===== config.mk =====
export PLATFORM = sky130hd
export DESIGN_NAME = irq_pin_gen
export DESIGN_NICKNAME = d
export VERILOG_FILES = /design/src/rtl/irq_pkg.sv /design/src/rtl/irq_status_bank.sv /design/src/rtl/irq_regs.sv /design/src/rtl/irq_pin_shaper.sv /design/src/rtl/irq_pin_gen.sv
export SDC_FILE = /design/constraint.sdc
export NUM_CORES = 1
export LEC_CHECK = 0
export BUFFER_PORTS_ARGS = -buffer_cell sky130_fd_sc_hd__buf_2
export CAP_MARGIN = 20
export CORE_MARGIN = 1.5
export CORE_UTILIZATION = 50
export DETAILED_ROUTE_END_ITERATION = 12
export HOLD_SLACK_MARGIN = 0.15
export PLACE_DENSITY = 0.73
export SETUP_SLACK_MARGIN = 0.5
export SLEW_MARGIN = 20
export SYNTH_ARGS = -nofsm -noshare
export SYNTH_HDL_FRONTEND = slang
export SYNTH_HIERARCHICAL = 1
export SYNTH_SLANG_ARGS = --single-unit
export TNS_END_PERCENT = 50

===== constraint.sdc =====
create_clock -name clk -period 3.8 [get_ports clk]
set_clock_uncertainty 0.15 [all_clocks]
set_input_delay 0 -clock clk [delete_from_list [all_inputs] [get_ports clk]]
set_output_delay 0 -clock clk [all_outputs]
set_load 0.005 [all_outputs]

===== src/rtl/irq_pkg.sv =====
package irq_pkg;
  localparam int AW = 8;
  localparam int DW = 8;

  // register offsets (mode and config positions are fixed)
  localparam logic [AW-1:0] OFS_MODE   = 8'h0C;
  localparam logic [AW-1:0] OFS_CFG    = 8'h10;
  localparam logic [AW-1:0] OFS_BUS_EN = 8'h14;
  localparam logic [AW-1:0] OFS_BUS_ST = 8'h18;
  localparam logic [AW-1:0] OFS_DMA_EN = 8'h1C;
  localparam logic [AW-1:0] OFS_DMA_ST = 8'h20;

  // bit positions
  localparam int GEN_BIT   = 0;  // in mode register
  localparam int POL_BIT   = 0;  // in config register
  localparam int PULSE_BIT = 1;  // in config register

  typedef struct packed {
    logic gen;    // global enable
    logic pol;    // 1 = active high
    logic pulse;  // 1 = pulse signalling
  } irq_ctl_t;
endpackage


===== src/rtl/irq_status_bank.sv =====
module irq_status_bank #(
  parameter int W = 8
) (
  input  logic         clk,
  input  logic         rst_n,
  input  logic [W-1:0] evt,
  input  logic [W-1:0] clr,
  input  logic [W-1:0] mask,
  output logic [W-1:0] status,
  output logic         pending
);
  logic [W-1:0] status_q, status_d;

  // event has priority over a simultaneous clear
  always_comb begin
    status_d = (status_q & ~clr) | evt;
  end

  always_ff @(posedge clk or negedge rst_n) begin
    if (!rst_n) status_q <= '0;
    else        status_q <= status_d;
  end

  assign status  = status_q;
  assign pending = |(status_q & mask);

  assert_evt_sets_R2: assert property (@(posedge clk) disable iff (!rst_n)
    (evt != '0) |=> ((status_q & $past(evt)) == $past(evt)));

  assert_w1c_clears_R3: assert property (@(posedge clk) disable iff (!rst_n)
    ((clr & ~evt) != '0) |=> ((status_q & $past(clr & ~evt)) == '0));

  assert_sticky_R3: assert property (@(posedge clk) disable iff (!rst_n)
    ((evt == '0) && (clr == '0)) |=> $stable(status_q));
endmodule


===== src/rtl/irq_regs.sv =====
module irq_regs
  import irq_pkg::*;
#(
  parameter int BUS_W = 8,
  parameter int DMA_W = 8
) (
  input  logic             clk,
  input  logic             rst_n,
  input  logic             sel,
  input  logic             wr,
  input  logic [AW-1:0]    addr,
  input  logic [DW-1:0]    wdata,
  input  logic [BUS_W-1:0] bus_status,
  input  logic [DMA_W-1:0] dma_status,
  output irq_ctl_t         ctl,
  output logic [BUS_W-1:0] bus_mask,
  output logic [DMA_W-1:0] dma_mask,
  output logic [BUS_W-1:0] bus_clr,
  output logic [DMA_W-1:0] dma_clr,
  output logic [DW-1:0]    rdata
);
  irq_ctl_t         ctl_q, ctl_d;
  logic [BUS_W-1:0] bus_mask_q, bus_mask_d;
  logic [DMA_W-1:0] dma_mask_q, dma_mask_d;
  logic             we;

  assign we = sel & wr;

  always_comb begin
    ctl_d      = ctl_q;
    bus_mask_d = bus_mask_q;
    dma_mask_d = dma_mask_q;
    bus_clr    = '0;
    dma_clr    = '0;
    if (we) begin
      unique case (addr)
        OFS_MODE:   ctl_d.gen = wdata[GEN_BIT];
        OFS_CFG: begin
          ctl_d.pol   = wdata[POL_BIT];
          ctl_d.pulse = wdata[PULSE_BIT];
        end
        OFS_BUS_EN: bus_mask_d = wdata[BUS_W-1:0];
        OFS_DMA_EN: dma_mask_d = wdata[DMA_W-1:0];
        OFS_BUS_ST: bus_clr    = wdata[BUS_W-1:0];
        OFS_DMA_ST: dma_clr    = wdata[DMA_W-1:0];
        default: ;
      endcase
    end
  end

  always_ff @(posedge clk or negedge rst_n) begin
    if (!rst_n) begin
      ctl_q      <= '0;
      bus_mask_q <= '0;
      dma_mask_q <= '0;
    end else begin
      ctl_q      <= ctl_d;
      bus_mask_q <= bus_mask_d;
      dma_mask_q <= dma_mask_d;
    end
  end

  always_comb begin
    rdata = '0;
    unique case (addr)
      OFS_MODE:   rdata[GEN_BIT] = ctl_q.gen;
      OFS_CFG: begin
        rdata[POL_BIT]   = ctl_q.pol;
        rdata[PULSE_BIT] = ctl_q.pulse;
      end
      OFS_BUS_EN: rdata[BUS_W-1:0] = bus_mask_q;
      OFS_DMA_EN: rdata[DMA_W-1:0] = dma_mask_q;
      OFS_BUS_ST: rdata[BUS_W-1:0] = bus_status;
      OFS_DMA_ST: rdata[DMA_W-1:0] = dma_status;
      default: ;
    endcase
  end

  assign ctl      = ctl_q;
  assign bus_mask = bus_mask_q;
  assign dma_mask = dma_mask_q;
endmodule


===== src/rtl/irq_pin_shaper.sv =====
module irq_pin_shaper #(
  parameter int PULSE_CYC = 6
) (
  input  logic clk,
  input  logic rst_n,
  input  logic req,
  input  logic gen,
  input  logic pulse_mode,
  input  logic pol,
  output logic pin
);
  localparam int CW = $clog2(PULSE_CYC + 1);

  logic          req_c;
  logic          req_q, req_d;
  logic          lvl_q, lvl_d;
  logic [CW-1:0] cnt_q, cnt_d;
  logic          active;

  assign req_c = gen & req;

  always_comb begin
    req_d = req_c;
    lvl_d = req_c;
    cnt_d = cnt_q;
    if (!gen)
      cnt_d = '0;
    else if (pulse_mode && req_c && !req_q)
      cnt_d = CW'(PULSE_CYC);
    else if (cnt_q != '0)
      cnt_d = cnt_q - CW'(1);
  end

  always_ff @(posedge clk or negedge rst_n) begin
    if (!rst_n) begin
      req_q <= 1'b0;
      lvl_q <= 1'b0;
      cnt_q <= '0;
    end else begin
      req_q <= req_d;
      lvl_q <= lvl_d;
      cnt_q <= cnt_d;
    end
  end

  assign active = pulse_mode ? (cnt_q != '0) : lvl_q;
  assign pin    = pol ? active : ~active;

  assert_gate_idle_R5: assert property (@(posedge clk) disable iff (!rst_n)
    !gen |=> !active);

  assert_one_pulse_per_rise_R8: assert property (@(posedge clk) disable iff (!rst_n)
    (cnt_q == CW'(PULSE_CYC)) |-> $rose(req_q));

  assert_level_follows_R6: assert property (@(posedge clk) disable iff (!rst_n)
    (!pulse_mode && $stable(pulse_mode) && gen && $past(gen) && $past(req)) |-> active);
endmodule


===== src/rtl/irq_pin_gen.sv =====
module irq_pin_gen
  import irq_pkg::*;
#(
  parameter int BUS_W     = 8,
  parameter int DMA_W     = 8,
  parameter int PULSE_CYC = 6
) (
  input  logic             clk,
  input  logic             rst_n,
  input  logic             reg_sel,
  input  logic             reg_wr,
  input  logic [AW-1:0]    reg_addr,
  input  logic [DW-1:0]    reg_wdata,
  output logic [DW-1:0]    reg_rdata,
  input  logic [BUS_W-1:0] bus_evt,
  input  logic [DMA_W-1:0] dma_evt,
  output logic             irq_pin
);
  logic             rst_meta, rst_sync;
  irq_ctl_t         ctl;
  logic [BUS_W-1:0] bus_mask, bus_clr, bus_status;
  logic [DMA_W-1:0] dma_mask, dma_clr, dma_status;
  logic             bus_pend, dma_pend;

  // asynchronous assert, synchronous release
  always_ff @(posedge clk or negedge rst_n) begin
    if (!rst_n) begin
      rst_meta <= 1'b0;
      rst_sync <= 1'b0;
    end else begin
      rst_meta <= 1'b1;
      rst_sync <= rst_meta;
    end
  end

  irq_regs #(.BUS_W(BUS_W), .DMA_W(DMA_W)) u_regs (
    .clk(clk), .rst_n(rst_sync),
    .sel(reg_sel), .wr(reg_wr), .addr(reg_addr), .wdata(reg_wdata),
    .bus_status(bus_status), .dma_status(dma_status),
    .ctl(ctl), .bus_mask(bus_mask), .dma_mask(dma_mask),
    .bus_clr(bus_clr), .dma_clr(dma_clr), .rdata(reg_rdata)
  );

  irq_status_bank #(.W(BUS_W)) u_bus (
    .clk(clk), .rst_n(rst_sync), .evt(bus_evt), .clr(bus_clr),
    .mask(bus_mask), .status(bus_status), .pending(bus_pend)
  );

  irq_status_bank #(.W(DMA_W)) u_dma (
    .clk(clk), .rst_n(rst_sync), .evt(dma_evt), .clr(dma_clr),
    .mask(dma_mask), .status(dma_status), .pending(dma_pend)
  );

  irq_pin_shaper #(.PULSE_CYC(PULSE_CYC)) u_shape (
    .clk(clk), .rst_n(rst_sync), .req(bus_pend | dma_pend),
    .gen(ctl.gen), .pulse_mode(ctl.pulse), .pol(ctl.pol), .pin(irq_pin)
  );
endmodule


* Yosys cells after proc, flatten, opt, wreduce, memory -nomap -nowiden
Index checks and enable logic that the tools add are counted.
** Storage, ports and cells
- Bits in registers :: 41
- Input bits :: 36
- Output and inout port bits :: 9
- Logic and storage cells :: 53
** Cells by class
- Add/sub/neg operators :: 1
- Equal/unequal tests :: 7
- Muxes and demuxes :: 12
- Bitwise operators :: 12
- Reduce and logical (&&, ||, !) cells :: 10
** Operator list (number)
- $and A8 B8 Y8 :: 4
- $eq A8 B5 Y1 const B :: 4
- $mux W8 :: 4
- $pmux W6 S4 :: 1
- $not A8 Y8 :: 2
- $or A8 B8 Y8 :: 2
- $reduce_or A8 Y1 :: 2
- $mux W3 :: 3
- $eq A8 B4 Y1 const B :: 1
- $eq A8 B6 Y1 const B :: 1
- $reduce_and A2 Y1 :: 4
- $pmux W1 S6 :: 1
- $pmux W1 S5 :: 1
- $ne A3 B1 Y1 const B :: 1
- $reduce_bool A3 Y1 :: 1
- $sub A3 B1 Y3 const B :: 1
- $and A1 B1 Y1 :: 2
- $logic_and A1 B1 Y1 :: 2
- $mux W1 :: 2
- $logic_not A1 Y1 :: 1
- $not A1 Y1 :: 1
- $or A1 B1 Y1 :: 1

* Depth between registers and ports, before layout
Gate-level depths: netlist (run 1).
- Depth in word-level cells :: 8
- Gate-level depth with buffers :: 6
- Depth with buffers taken out :: 6

* Hierarchy
The synthesis (run 1) kept the hierarchy.
** By module, submodules not included
- irq_regs :: times used 1, cells an instance 105, area an instance 1256.2 um2
- irq_status_bank :: times used 2, cells an instance 29, area an instance 327.8 um2
- irq_pin_shaper :: times used 1, cells an instance 23, area an instance 231.5 um2
- irq_pin_gen :: times used 1, cells an instance 4, area an instance 60.1 um2

* Worst setup path before layout (run 1)
Ideal clock, no wire load.
- Path kind :: in2reg
- From :: in reg_addr[5]
- To :: reg u_bus.status_q[2], in the netlist u_bus/status[2]
- Library setup time :: 0.119 ns
- Arrival time :: 1.371 ns
- Required time :: 3.531 ns
- Slack :: 2.160 ns
- Cell stages on the path :: 6
- Path buffers :: 1
- Path through :: or4b_1 -> buf_2 -> nor4_4 -> and2_1 -> inv_1 -> a21o_2
** On the way
- Word-level cells in the longest chain between the ends :: 6
** Ends and longest elaborated chain
- start, declared :: line irq_pin_gen.sv:12 : input logic [AW-1:0] reg_addr,
- $eq A8 B5 Y1 :: line irq_regs.sv:36 : unique case (addr)
- $mux W8 :: line irq_regs.sv:36
- $mux W8 :: line irq_regs.sv:35 : if (we) begin
- net bus_clr[2] :: line irq_pin_gen.sv:21 : logic [BUS_W-1:0] bus_mask, bus_clr, bus_status;
- $not A8 Y8 :: line irq_status_bank.sv:16 : status_d = (status_q & ~clr) | evt;
- $and A8 B8 Y8 :: line irq_status_bank.sv:16
- $or A8 B8 Y8 :: line irq_status_bank.sv:16
- net u_bus.status_d[2] :: line irq_status_bank.sv:12 : logic [W-1:0] status_q, status_d;
- end signal, assigned :: line irq_status_bank.sv:21 : else status_q <= status_d;
- end, declared :: line irq_status_bank.sv:12
The timed path passes the listed nets, and every way through them passes these cells.
A chain may end at the register's enable or synchronous reset.

* Worst setup path after layout (run 1)
- From :: in reg_addr[5]
- To :: reg u_bus.status_q[7], in the netlist u_bus/status[7]
The elaborated chain is that of the path after synthesis.

==> results.cfg, run 1 <==
[logic_synthesis]
syn_inst = 190
ys_seq_area_share_pct = 46.6
synth_cell_types = 40
yosysWarnings = 6
synth.top_cells.by_area = dfrtp_1 (47%), mux2_2 (12%), and2_1 (5.1%)
synth_seq_cells = 41
yosysTopAreaCell = dfrtp_1
postSynthNetCount = 228
synth_area_um2 = 2200
avgSynthCellArea_um2 = 11.6
synth_top_area_share_pct = 46.6
synth_commonest_cells = dfrtp_1 (41), mux2_2 (24), inv_1 (20), and2_1 (18), a21o_1 (14)
synthArstFlopShare_pct = 100
synth_edf_count = 0
ys.flop_type = dfrtp_1
synth.most_common_cell = dfrtp_1

[pwr]
leakage_nw = 1.28
ir_drop_uv = 215
power_mw = 0.804
powerDensity_nw_per_um2 = 269

[finish]
fillers = 303
final_core_util_pct = 72.7
n_antenna_cell = 0
final_layout_size_suffix_gt1_share_pct = 31.2
fin_cells = 332
finalInstanceArea_um2 = 2990
syn_to_final_growth_pct = 35.8
nets = 321

[timing]
final.setup.tns_ns = 0
hold_viol = 0
setup_viol = 0
fin_ws_ns = 0.858
rsz0062_at_grt = no
hold_slack_ns = 0.151
finalMaxSlewViolations = 0
period_needed_ns = 2.94
relSlewSlack_pct = 56.1
fmax_ghz = 0.340
worst_pin_slew_ns = 0.649
fin_crit_sh_pct = 77.4

[drt]
dr.first_iter.drc_count = 80
routedWlPerCell_um = 15.4
antenna_left = 0
drt-total-wl_mm = 5.10
route.vias.total = 1804
drc = 0
dr.pass1.iters = 4
vias_per_cell = 5.43

[cts]
numCtsBuffers = 5
cts.sinks = 41
cts-htree-levels = 2
clockRootBuffer = clkbuf_8
clk_latency_ns = 0.29
cts_resized = 0
post_cts_buffers = 0
clkTransAtPathRegs_ns = 0.07
clockBufferDepth = 2
cts_tree = done

[grt]
antenna_found_initial = 0
overflow = 0
grt_start_max_net_pins = 40
grt_pass1_wl_mm = 8.50
track_usage_pct = 22.6
grt_pass1_vias = 1805

[setup_path]
cp-startpoint = reg_addr[5]
critPathCaptureType = register
criticalPathCategory = in -> reg
ff2ff_path_depth = 6
r2r_start = u_regs/dma_mask[2]$_DFFE_PN0P_
crit_path_max_fanout = 8
crit_arrival_ns = 2.96
required_ns = 3.82
regToRegSetupSlack_ns = 2.07
startpoint_type = primary input

[run_status]
status = completed

[placed_design]
dp_slack_ns = 1.68
place_area_um2 = 2470
dp.cells = 281
gp_congestion = 0.771
hpwl_mm = 3.48
numPortBuffers = 44

[min_path]
min_path_type = reg -> async

[floorplan]
start_util_pct = 53.5
rows = 23
die_w_um = 69.4
ioPinCount = 45
die_h_um = 69.4
core_area_um2 = 4120
die-area_um2 = 4810

[run]
drv_cap = 0
repair_timing:
action / CTS / global route
endpoints found under the setup margin: 0 / 0
hold buffers: 45 / 0
hold endpoints to repair: 37 / 0
cells by family (layout without fill, tap and decap cells):
logic type	count (synthesis)	after routing	share of synthesized area, %
simple gates	51	51	17.1
flops	41	41	46.6
compound gates	40	40	14.0
mux	29	29	15.7
buf+inv	24	116	4.54
fa+ha+maj	2	2	1.14
xor+xnor	2	2	0.795
other cells	1	1	0.170
worst paths after layout:
path	endpoint
max	u_bus/status[7]$_DFF_PN0_
max in group asynchronous	rst_sync$_DFF_PN0_
min in group clk	u_regs/ctl[0]$_DFFE_PN0P_
min reg2reg	u_dma/status[1]$_DFF_PN0_
min	u_dma/status[1]$_DFF_PN0_
max reg2reg	u_shape/cnt_q[0]$_DFFE_PN0P_
power by group:
group | internal (mW) | switching (mW)
Clock | 0.121 | 0.136
Sequential | 0.443 | 0.00519
Combinational | 0.0551 | 0.0441
sequential cells by signal, summed over array words and instances, names as in the netlist:
name and count:
u_dma/status 8, u_regs/ctl 3, u_bus/status 8, rst_meta 1, rst_sync 1, u_shape/cnt_q 3, u_regs/bus_mask 8, u_shape/lvl_q 1
u_regs/dma_mask 8
layer usage:
metal / vias to the layer above / GRT usage [%] / wire (µm)
li1: 865 / - / -
met1: 877 / 30.1 / 2320
met2: 54 / 36.8 / 2430
met3: 8 / 4.80 / 291
met4: 0 / 8.06 / 54
met5: - / 0 / 0
placed cells by master (no fill, tap or decap), types with 3 or more instances in the layout:
cell type / count
o2bb2ai_1: 6
inv_1: 20
buf_2: 44
a22oi_1: 13
dfrtp_1: 41
clkbuf_8: 5
and2_1: 18
dlygate4sd3_1: 45
nand2_1: 3
mux2i_1: 3
nor2_1: 4
mux2_2: 24
a21o_1: 14
final cells by class:
| type | count | area (µm²) | area share, % |
|---|---|---|---|
| clock buffers | 5 | 68.8 | 2.30 |
| clock inverters | 1 | 5.00 | 0.167 |
| inverters | 20 | 75.1 | 2.51 |
| multi-input cells | 125 | 1080 | 36.0 |
| flip-flops and latches | 41 | 1030 | 34.3 |
| well taps | 50 | 62.6 | 2.09 |
| repair buffers | 90 | 678 | 22.7 |
worst max-delay path, cell delays in order:
cell           delay, ns
dlygate4sd3_1       0.53
buf_2               0.14
or4b_1              0.71
nor4_4              0.58
and2_1              0.20
inv_1               0.04
a21o_1              0.17
dlygate4sd3_1       0.57
No activity file was read; power rests on OpenSTA's default activity.
==> run 2, diff against run 1 <==
Clock period 3.8 ns to 3 ns, I/O delays scaled along.
==> run 2 against run 1 <==
  * Cell count unchanged
  * Clock power is 27% higher
  * Hold slack worse by 0.0043 ns
  * Routed wire length grew 2.7%
  * Critical endpoint is now u_bus/status[2]$_DFF_PN0_
  * Largest power group unchanged
==> results.cfg, run 2 (synthesized netlist as in run 1, its figures left out) <==
[run_status]
status = completed

[placed_design]
gp_congestion = 0.771
numPortBuffers = 44
hpwl_mm = 3.49
place_area_um2 = 2470

[drt]
drt-total-wl_mm = 5.23
routedWlPerCell_um = 15.8
drc = 0
antenna_left = 0
dr.pass1.iters = 4
vias_per_cell = 5.39
dr.first_iter.drc_count = 94
route.vias.total = 1791

[grt]
grt_pass1_wl_mm = 8.65
grt_pass1_vias = 1795
antenna_found_initial = 0
grt_start_max_net_pins = 40
track_usage_pct = 22.9
overflow = 0

[floorplan]
die_h_um = 69.4
ioPinCount = 45
core_area_um2 = 4120
rows = 23
die-area_um2 = 4810
die_w_um = 69.4
start_util_pct = 53.5

[finish]
syn_to_final_growth_pct = 35.8
final_layout_size_suffix_gt1_share_pct = 31.2
fillers = 292
final_common_cell = dlygate4sd3_1
seq_area_um2 = 1030
nets = 321
final_cell_mix = dlygate4sd3_1 (45), buf_2 (44), dfrtp_1 (41)
finalInstanceArea_um2 = 2990
multiInputGateArea_um2 = 1080
n_antenna_cell = 0

[pwr]
p_sw_share_pct = 23.1
power_switching_mw = 0.236
pwr-share-clk_pct = 31.9
seq_power_share_pct = 55.7
powerDensity_nw_per_um2 = 341
intPower_mw = 0.784
leakage_nw = 1.28
comb_power_share_pct = 12.4
ir_drop_uv = 233

[cts]
clk_latency_ns = 0.28
hold_buffers = 45
numCtsBuffers = 5
clkTransAtPathRegs_ns = 0.07
cts_resized = 0
cts-htree-levels = 2
cts_tree = done
cts.sinks = 41
clockRootBuffer = clkbuf_8
post_cts_buffers = 0
clockBufferDepth = 2

[setup_path]
critPathMaxStageDelay_ns = 0.73
cp_cell_sequence = buf_2 -> or4b_1 -> nor4_4 -> and2_1 -> inv_1 -> a21o_2 -> dlygate4sd3_1
required_ns = 3.02
crit_arrival_ns = 2.47
critPathCaptureType = register
slowest_stage = or4b_1
startpoint_type = primary input
criticalPathCategory = in -> reg
crit_path_max_fanout = 8

[timing]
final.setup.tns_ns = 0
worst_pin_slew_ns = 0.644
finalMaxSlewViolations = 0
setup_viol = 0
fmax_ghz = 0.409
period_needed_ns = 2.44
fin_crit_sh_pct = 81.4
relSlewSlack_pct = 56.5
rsz0062_at_grt = no
hold_viol = 0

[min_path]
min_path_type = reg -> async

[run]
drv_cap = 0
## run 2: cell counts in the layout (fill, tap and decap cells not counted)
No cell type changed its count.
## run 2: final timing paths
path	from	to	slack, ns	cells after the start
max	reg_addr[5]	u_bus/status[2]$_DFF_PN0_	0.56	7
min	rst_sync$_DFF_PN0_	u_regs/dma_mask[0]$_DFFE_PN0P_	0.15	1
max reg2reg	u_regs/dma_mask[2]$_DFFE_PN0P_	u_shape/cnt_q[0]$_DFFE_PN0P_	1.30	6
min reg2reg	rst_sync$_DFF_PN0_	u_regs/dma_mask[0]$_DFFE_PN0P_	0.15	1
max in group asynchronous	rst_n	rst_sync$_DFF_PN0_	2.18	3
min in group clk	reg_addr[3]	u_regs/ctl[0]$_DFFE_PN0P_	0.19	4
## run 2: stage by stage
stage | utilization, % | power [mW] | cells | setup WS (ns) | hold WS (ns)
6_report | 72.7 | 1.02 | 332 | 0.557 | 0.147
5_1_grt | 72.7 | 1.06 | 332 | 0.502 | 0.204
4_1_cts | 72.7 | 1.03 | 332 | 0.616 | 0.171
3_5_place_dp | 60.0 | 0.675 | 281 | 0.856 | -0.362
3_3_place_gp | 60.0 | 0.674 | 281 | 0.905 | -0.365
2_1_floorplan | - | 0.630 | 190 | 1.36 | -0.446
## run 2: cell type report
class | instances | share of cell area (%)
clock inverters | 1 | 0.167
flip-flops and latches | 41 | 34.3
clock buffers | 5 | 2.30
inverters | 20 | 2.51
well taps | 50 | 2.09
multi-input cells | 125 | 36.0
repair buffers | 90 | 22.7
## run 2: worst max-delay path: cells and delay by family
kind	cells	cell delay, ns
buffers and inverters	3	0.71
AND/OR/NAND/NOR	3	1.56
AO/OA/AOI/OAI	1	0.20
## run 2: layer usage
layer / part of all wire [%] / vias up / track usage [%]
li1: - / 864 / -
met1: 46 / 868 / 30.9
met2: 48 / 50 / 37.3
met3: 4.7 / 9 / 4.80
met4: 1.5 / 0 / 7.19
met5: 0 / - / 0
## run 2: power by group through the flow
stage               clock network [mW]  logic, mW  registers [mW]
floorplan                            0     0.0469           0.583
global placement                     0     0.0959           0.578
detailed placement                   0     0.0970           0.578
CTS                              0.340      0.126           0.567
global route                     0.356      0.139           0.568
finish                           0.326      0.127           0.568
==> run 3, diff against run 2 <==
Settings changed: ABC_AREA set to 1, PLACE_DENSITY 0.73 to 0.75.
Clock period 3 ns to 2 ns, I/O delays scaled along.
==> run 3 against run 2 <==
  * Setup slack lost 0.11 ns
  * Final area grew 13%
  * First-iteration DRC count grew 30%
  * Routed wire length grew 29%
==> results.cfg, run 3 <==
[timing]
fin_ws_ns = 0.447
rsz0062_at_grt = yes
setup_viol = 0
finalMaxSlewViolations = 0
worst_pin_slew_ns = 0.509
fin_crit_sh_pct = 77.6
final.setup.tns_ns = 0
hold_slack_ns = 0.104
hold_viol = 0
period_needed_ns = 1.55
relSlewSlack_pct = 66.1
fmax_ghz = 0.644

[setup_path]
required_ns = 2.03
critPathMaxStageDelay_ns = 0.40
startpoint_type = register
slowest_stage = dfrtp_1
ff2ff_path_depth = 12
crit_arrival_ns = 1.59
criticalPathCategory = reg -> reg
crit_path_max_fanout = 5
cp_cell_sequence = nand2_1 -> nand2_1 -> nor2_2 -> nand2_1 -> inv_1 -> nand2_1 -> nand2_1 -> clkinv_2 -> nand2_4 -> nand2_1 -> nand3_1 -> nand2_1
path_common_cell = nand2_1
critPathCaptureType = register

[floorplan]
rows = 25
start_util_pct = 51.3
core_area_um2 = 4690
die-area_um2 = 5240
die_w_um = 72.4
die_h_um = 72.4
ioPinCount = 45

[drt]
antenna_left = 0
drc = 0
dr.pass1.iters = 4
routedWlPerCell_um = 14.4
drt-total-wl_mm = 6.77
route.vias.total = 2488
vias_per_cell = 5.28
dr.first_iter.drc_count = 122

[placed_design]
hpwl_mm = 4.16
dp.cells = 403
gp_congestion = 0.828
dp_slack_ns = 0.493
numPortBuffers = 44

[grt]
grt_pass1_wl_mm = 10.6
track_usage_pct = 26.4
grt_start_max_net_pins = 40
antenna_found_initial = 0
overflow = 0
grt_pass1_vias = 2410

[finish]
nets = 456
n_antenna_cell = 0
fin_cells = 471
final_cell_mix = nand2_1 (80), buf_2 (44), dlygate4sd3_1 (43)
syn_to_final_growth_pct = 40.5
final_layout_size_suffix_gt1_share_pct = 28.3
final_common_cell = nand2_1

[cts]
cts_tree = done
numCtsBuffers = 5
clockRootBuffer = clkbuf_8
cts-htree-levels = 2
cts.sinks = 41
clockBufferDepth = 2
clk_latency_ns = 0.29
clkTransAtPathRegs_ns = 0.08

[logic_synthesis]
synth.most_common_cell = nand2_1
synth_compound_area_share_pct = 10.7
yosys-mux-area-fraction_pct = 0
synth_commonest_cells = nand2_1 (82), dfrtp_1 (41), inv_1 (39), nand3_1 (33), o21bai_1 (17)
yosys.area_share.simple_pct = 36.5
yosysTopAreaCell = dfrtp_1
avgSynthCellArea_um2 = 7.90
ys_seq_area_share_pct = 42.6
synth_cell_types = 29
synth_area_um2 = 2410
synth_top_family_by_area = simple AND/OR/NAND/NOR gates
synth_edf_count = 0
ys.flop_type = dfrtp_1
synth_fa_ha_area_share_pct = 1.04
synthArstFlopShare_pct = 100
postSynthNetCount = 343
synth_seq_cells = 41
syn_inst = 305
synth-xor-area-share_pct = 0.364
synth.top_cells.by_area = dfrtp_1 (43%), nand2_1 (13%), nand3_1 (6.9%)
synth_top_area_share_pct = 42.6
yosysWarnings = 6

[pwr]
ir_drop_uv = 361
leakage_nw = 1.90
powerDensity_nw_per_um2 = 475
power_mw = 1.61

[min_path]
whs_path_depth = 6
min_path_type = in -> reg

[run]
drv_cap = 0

[run_status]
status = completed
## run 3: cell types whose count changed after synthesis, sizes merged, moves of 4 or more
cell     delta
a21o       -16
nand4       +4
o21bai     +17
inv        +24
o2bb2ai     -6
nand3      +32
and2       -18
mux2       -24
o21ai      +18
a22oi      -13
nor3       +13
nand2      +89
nor2       +21
## run 3: cell type report
type,count,area [µm²]
Clock buffer,5,68.8
Clock inverter,1,5.00
Fill cell,358,1310
Inverter,45,173
Multi-Input combinational cell,213,1210
Sequential cell,41,1030
Tap cell,54,67.6
Timing Repair Buffer,112,838
## run 3: report_power, final
| group | switching, mW | internal (mW) |
|---|---|---|
| Combinational | 0.133 | 0.126 |
| Sequential | 0.0109 | 0.842 |
| Clock | 0.266 | 0.230 |
## run 3: timing repair
action	4_1_cts	5_1_grt
gates resized for setup	4	6
pin swaps	6	10
setup endpoints to repair	3	15
gates cloned	0	0
hold buffers	42	1
hold endpoints to repair	37	2
buffers inserted	8	11
## run 3: metal layers
layer	part of all wire (%)	vias to the layer above	GRT usage (%)	routed length [µm]
met5	0	-	0	0
met4	2.1	0	10.9	139
met3	6.4	15	5.56	435
met2	52	114	47.2	3510
met1	40	1164	30.7	2680
li1	-	1195	-	-
## run 3: worst paths after layout
check,endpoint,startpoint,slack [ns]
worst max-delay path,u_shape/cnt_q[1]$_DFFE_PN0P_,u_regs/bus_mask[3]$_DFFE_PN0P_,0.45
worst min register to register,u_shape/cnt_q[1]$_DFFE_PN0P_,rst_sync$_DFF_PN0_,0.15
worst max register to register,u_shape/cnt_q[1]$_DFFE_PN0P_,u_regs/bus_mask[3]$_DFFE_PN0P_,0.45
max in group asynchronous,rst_meta$_DFF_PN0_,rst_n,1.17
min in group asynchronous,u_shape/cnt_q[1]$_DFFE_PN0P_,rst_sync$_DFF_PN0_,0.15
worst min-delay path,u_regs/ctl[2]$_DFFE_PN0P_,reg_addr[6],0.10
## run 3: cell families (layout without fill, tap and decap cells)
group,count (synthesis),after routing
fa+ha+maj,2,2
other cells,1,1
xor+xnor,1,1
buf+inv,51,163
compound gates,37,37
simple gates,172,172
flops,41,41
## run 3: worst max-delay path: cells and delay by family, from the launching register on
kind | cells | cell delay, ns
flops | 1 | 0.40
simple gates | 10 | 0.75
buf+inv | 2 | 0.15
## run 3: through the flow
step / util (%) / cell area, µm²
after floorplan: - / 2410
after global placement: 57.7 / 2710
after detailed placement: 57.7 / 2710
after CTS: 69.6 / 3260
after global routing: 72.1 / 3380
final: 72.1 / 3380
